$ cat src/rtl/thermal_pkg.sv
package thermal_pkg;

    typedef enum logic [1:0] {
        IRQ_NONE = 2'b00,
        IRQ_RISE = 2'b01,
        IRQ_FALL = 2'b10,
        IRQ_BOTH = 2'b11
    } irq_sel_e;

    typedef struct packed {
        logic now;
        logic prev;
    } hot_hist_t;

    // Pulse on the selected transition of the hot state
    function automatic logic irq_edge(irq_sel_e sel, hot_hist_t h);
        return (sel[0] & h.now & ~h.prev) | (sel[1] & ~h.now & h.prev);
    endfunction

endpackage

$ cat src/rtl/tt_sync2.sv
module tt_sync2 #(
    parameter logic RST_VAL = 1'b0
) (
    input  logic clk,
    input  logic rst,
    input  logic d_i,
    output logic q_o
);
    logic meta_q, sync_q;

    always_ff @(posedge clk) begin
        if (rst) begin
            meta_q <= RST_VAL;
            sync_q <= RST_VAL;
        end else begin
            meta_q <= d_i;
            sync_q <= meta_q;
        end
    end

    assign q_o = sync_q;
endmodule

$ cat src/rtl/tt_force_mon.sv
module tt_force_mon #(
    parameter int MIN_FORCE_CYC = 125000
) (
    input  logic clk,
    input  logic rst,
    input  logic force_n_async,
    output logic force_act_o,
    output logic short_o
);
    localparam int CNT_W = $clog2(MIN_FORCE_CYC + 1);
    localparam logic [CNT_W-1:0] CNT_MAX = CNT_W'(MIN_FORCE_CYC);

    logic             force_n_s;
    logic [CNT_W-1:0] len_q;
    logic             short_q;

    tt_sync2 #(.RST_VAL(1'b1)) u_sync (
        .clk (clk),
        .rst (rst),
        .d_i (force_n_async),
        .q_o (force_n_s)
    );

    assign force_act_o = ~force_n_s;

    always_ff @(posedge clk) begin
        if (rst) begin
            len_q   <= '0;
            short_q <= 1'b0;
        end else if (force_act_o) begin
            if (len_q != CNT_MAX) len_q <= len_q + 1'b1;
        end else begin
            if (len_q != '0 && len_q < CNT_MAX) short_q <= 1'b1;
            len_q <= '0;
        end
    end

    assign short_o = short_q;

    AST_SHORT_STICKY: assert property (@(posedge clk) disable iff (rst)
        short_q |=> short_q);
    AST_LEN_BOUND: assert property (@(posedge clk) disable iff (rst)
        len_q <= CNT_MAX);
endmodule

$ cat src/rtl/tt_hot_irq.sv
module tt_hot_irq
    import thermal_pkg::*;
#(
    parameter int NUM_DIE = 2
) (
    input  logic               clk,
    input  logic               rst,
    input  logic [NUM_DIE-1:0] die_trip_i,
    input  logic [1:0]         irq_cfg_i,
    output logic               hot_o,
    output logic               irq_o
);
    hot_hist_t hist_q;
    logic      irq_q;

    always_ff @(posedge clk) begin
        if (rst) begin
            hist_q <= '0;
            irq_q  <= 1'b0;
        end else begin
            hist_q.now  <= |die_trip_i;
            hist_q.prev <= hist_q.now;
            irq_q       <= irq_edge(irq_sel_e'(irq_cfg_i), hist_q);
        end
    end

    assign hot_o = hist_q.now;
    assign irq_o = irq_q;

    AST_HOT_TRACK: assert property (@(posedge clk) disable iff (rst)
        !$past(rst) |-> (hist_q.now == $past(|die_trip_i)));
    AST_IRQ_ON_EDGE: assert property (@(posedge clk) disable iff (rst)
        irq_q |-> ($past(hist_q.now) != $past(hist_q.prev)));
endmodule

$ cat src/rtl/thermal_throttle_ctrl.sv
module thermal_throttle_ctrl #(
    parameter int NUM_DIE       = 2,
    parameter int NUM_CORE      = 8,
    parameter int MIN_FORCE_CYC = 125000
) (
    input  logic                clk,
    input  logic                rst,
    input  logic [NUM_DIE-1:0]  die_trip_i,
    input  logic [NUM_DIE-1:0]  die_crit_i,
    input  logic                force_n_i,
    input  logic                mon_en_i,
    input  logic [1:0]          irq_cfg_i,
    output logic                hot_n_o,
    output logic [NUM_CORE-1:0] throttle_o,
    output logic                irq_o,
    output logic                shutdown_n_o,
    output logic                short_force_o
);
    logic hot, force_act, trip_q;
    logic [NUM_CORE-1:0] thr_q;

    tt_hot_irq #(.NUM_DIE(NUM_DIE)) u_hot (
        .clk        (clk),
        .rst        (rst),
        .die_trip_i (die_trip_i),
        .irq_cfg_i  (irq_cfg_i),
        .hot_o      (hot),
        .irq_o      (irq_o)
    );

    tt_force_mon #(.MIN_FORCE_CYC(MIN_FORCE_CYC)) u_force (
        .clk           (clk),
        .rst           (rst),
        .force_n_async (force_n_i),
        .force_act_o   (force_act),
        .short_o       (short_force_o)
    );

    for (genvar c = 0; c < NUM_CORE; c++) begin : g_core
        always_ff @(posedge clk) begin
            if (rst) thr_q[c] <= 1'b0;
            else     thr_q[c] <= mon_en_i & (hot | force_act);
        end
    end

    always_ff @(posedge clk) begin
        if (rst)              trip_q <= 1'b0;
        else if (|die_crit_i) trip_q <= 1'b1;
    end

    assign hot_n_o      = ~hot;
    assign throttle_o   = thr_q;
    assign shutdown_n_o = ~trip_q;

    AST_CORES_AGREE: assert property (@(posedge clk) disable iff (rst)
        (thr_q == '0) || (&thr_q));
    AST_FORCE_HOLDS: assert property (@(posedge clk) disable iff (rst)
        (force_act && mon_en_i) |=> (&thr_q));
    AST_DISABLED_QUIET: assert property (@(posedge clk) disable iff (rst)
        !mon_en_i |=> (thr_q == '0));
    AST_TRIP_STICKY: assert property (@(posedge clk) disable iff (rst)
        trip_q |=> trip_q);
    AST_TRIP_SET: assert property (@(posedge clk) disable iff (rst)
        (|die_crit_i) |=> !shutdown_n_o);
endmodule

$ cat config.mk
export PLATFORM = sky130hd
export DESIGN_NAME = thermal_throttle_ctrl
export DESIGN_NICKNAME = d
export VERILOG_FILES = /design/src/rtl/thermal_pkg.sv /design/src/rtl/tt_sync2.sv /design/src/rtl/tt_force_mon.sv /design/src/rtl/tt_hot_irq.sv /design/src/rtl/thermal_throttle_ctrl.sv
export SDC_FILE = /design/constraint.sdc
export NUM_CORES = 1
export LEC_CHECK = 0
export ABC_AREA = 0
export CAP_MARGIN = 10
export CORE_UTILIZATION = 51
export DETAILED_ROUTE_END_ITERATION = 12
export GPL_TIMING_DRIVEN = 1
export PLACE_DENSITY_LB_ADDON = 0.2
export SLEW_MARGIN = 20
export SYNTH_ARGS = -nofsm -noshare
export SYNTH_HDL_FRONTEND = slang
export SYNTH_SLANG_ARGS = --single-unit
$ cat constraint.sdc
create_clock -name clk -period 2 [get_ports clk]
set_input_delay 0.2 -clock clk [delete_from_list [all_inputs] [get_ports clk]]
set_output_delay 0.2 -clock clk [all_outputs]
set_load 0.005 [all_outputs]
==> reports/qor.yml <==
sta:
  slew_headroom_pct: 78.2
  max_freq_mhz: 587
  tns_ns: 0
  fin_crit_sh_pct: 85.2
  final_hold_viol_count: 0
  fin_skew_ns: 0.00559
  setup_viol: 0
  fin_crit_ns: 1.70
  drv_slew: 0
  tightestPinTransition_ns: 0.325
  rsz0062_at_grt: "false"
critical_path:
  path_class: "reg -> reg"
  critPathLaunchType: "flop"
  end_kind: "flop"
  r2r_start: "u_force.len_q[7]"
  reg2regPathDepth: 4
  crit_start: "u_force.len_q[7]"
  cp.arrival_ns: 1.95
  reg2reg_slack_ns: 0.30
  path_max_fanout: 7
  timing.rr.end: "u_force.len_q[15]"
  critPathRequiredTime_ns: 2.25
  crit_path_end: "u_force.len_q[15]"
cts:
  clk_pin_slew_worst_paths_ns: 0.13
  clock-sinks: 25
  h-tree-depth: 1
  postCtsHoldBufs: 0
  cts_made_buffers: 3
  tritoncts: "yes"
  cts_resized: 0
  clk_path_buf_depth: 2
  cts_root_buf: "clkbuf_4"
  clock_latency_ns: 0.31
  cts_setup_buffers: 0
die:
  dieArea_sq_mm: 0.00260
  die_w_microns: 51.0
  core_area_sq_mm: 0.00223
  fp.dieH_microns: 51.0
  initial_core_util_pct: 54.7
  rows: 17
  io_pins: 22
global_routing:
  antenna_found_initial: 0
  grt_max_degree: 16
  track_usage_pct: 21.9
  first_global_vias: 954
  grt_pass1_wl_mm: 4.22
  grt-ovfl-total: 0
pwr:
  power.leakage_nw: 0.494
  peakVddDrop_v: 0.000431
  power.density_mw_per_mm2: 561
drt:
  drtAntennaViolNets: 0
  num_vias: 1031
  totalWireLength_mm: 2.45
  dr.pass1.iters: 4
  wire_per_inst_microns: 13.1
  via_per_inst: 5.51
  drt_iter0_drc: 32
  drcViolationCount: 0
placement:
  dp_cells: 183
  dp.final_hpwl_mm: 1.90
  dpl-instance-area_sq_mm: 0.00140
  gp_congestion: 0.890
  io_buffers: 21
layout:
  fill_cells: 208
  mostFrequentLayoutCell: "dfxtp_1"
  regArea_sq_um: 500
  antennaDiodeCount: 0
  final_cell_mix: "25 x dfxtp_1, 21 x nor2_1, 21 x clkdlybuf4s50_1"
  drive_gt1_share_pct: 10.1
  area_growth_pct: 16.6
  stdcell_count: 187
  final_area_sq_mm: 0.00143
  fin_nets: 172
  fin_util_pct: 63.8
  multiInputGateArea_sq_um: 612
synthesis:
  synth_xor_area_share_pct: 5.02
  synth.cell_area_sq_mm: 0.00122
  synth_top_family_by_area: "simple AND/OR/NAND/NOR gates"
  synth_mux_area_share_pct: 0
  synthAdderAreaFrac_pct: 2.05
  synthCells: 144
  ys_seq_area_share_pct: 40.9
  synth-seq-cells: 25
  synth_cell_types: 37
  yosys_warnings: 0
  yosys.area_share.simple_pct: 32.1
  synth-compound-area-share_pct: 10.8
  syn_area_per_cell_sq_um: 8.49
  syn-num-nets: 156
run:
  drv_cap: 0
worst_hold_path:
  hold_class: "in -> reg"
  hp-start: "mon_en_i"
run_status:
  outcome: "finished, final reports clean"
## how the worst min path moves through the flow
stage / depth (start not counted) / endpoint / slack [ns]
3_3_place_gp: 1 / u_force.u_sync.q_o / 0.39
6_report: 2 / throttle_o[7] / 0.41
3_5_place_dp: 1 / u_force.u_sync.q_o / 0.40
5_1_grt: 2 / throttle_o[7] / 0.42
2_1_floorplan: 1 / u_force.u_sync.meta_q / 0.30
4_1_cts: 2 / throttle_o[7] / 0.41
## logic make-up (layout without fill, tap and decap cells)
family          after synthesis  after routing
compound gates               21             21
xor+xnor                      7              7
fa+ha+maj                     2              2
buf+inv                      18             33
flops                        25             25
simple gates                 71             71
## flip-flops by register name, indices dropped and copies added, names as in the netlist
| signal | cells |
|---|---|
| u_force.len_q | 17 |
| u_hot.hot_o | 1 |
| trip_q | 1 |
| u_hot.irq_o | 1 |
| u_force.u_sync.meta_q | 1 |
| u_force.u_sync.q_o | 1 |
| throttle_o | 1 |
| u_hot.hist_q | 1 |
| u_force.short_o | 1 |
## cell usage after synthesis (all sizes together)
cell	number	area share [%]
o21ai	4	1.6
a41o	2	1.6
nand2	11	3.4
o31ai	2	1.2
ha	2	2.0
or4	4	2.8
o21a	1	0.61
a21oi	8	3.3
dfxtp	25	41
nor3	5	3.0
nor3b	1	1.0
and2	1	0.51
xor2	4	2.9
nor4	4	2.0
or2	4	2.3
buf	11	6.9
nor2	21	6.4
xnor2	3	2.1
nand4	3	2.0
clkbuf	2	0.61
nand3	10	4.5
and4	1	0.72
or3	3	1.5
or4b	1	0.82
a211o	1	0.72
a31oi	2	1.0
o31a	1	0.72
inv	5	1.5
and3	2	1.1
## layout make-up
| class | instances | area share [%] |
|---|---|---|
| Inverter | 5 | 1.32 |
| Timing Repair Buffer | 24 | 16.3 |
| Multi-Input combinational cell | 101 | 42.9 |
| Clock buffer | 4 | 1.84 |
| Tap cell | 28 | 2.46 |
| Sequential cell | 25 | 35.1 |
## report_power, final
part / total [W] / internal [W] / switching, W
Sequential: 0.000513 / 0.000507 / 0.00000584
Clock: 0.000220 / 0.0000778 / 0.000142
Combinational: 0.0000668 / 0.0000444 / 0.0000224
Total: 0.000800 / 0.000629 / 0.000171
## per-stage QoR
stage,hold WS (ns),setup slack [ns],total power (W)
after floorplan,0.304,0.436,0.000553
after global placement,0.395,0.375,0.000588
after detailed placement,0.405,0.322,0.000591
after CTS,0.409,0.305,0.000810
after global routing,0.419,0.208,0.000836
final,0.413,0.297,0.000800
## metal layers
metal | part of all wire, % | wire [microns] | global-route usage, %
met5 | 0 | 0 | 0
met4 | 1.8 | 43 | 9.72
met1 | 45 | 1110 | 26.9
met3 | 2.7 | 67 | 2.68
met2 | 50 | 1220 | 37.9
## critical path, stage by stage (launching register included)
cell     delay, ns
dfxtp_1       0.54
nand4_2       0.17
or2_4         0.30
or4_1         0.47
a21oi_1       0.16
No activity file was read; power rests on OpenSTA's default activity.
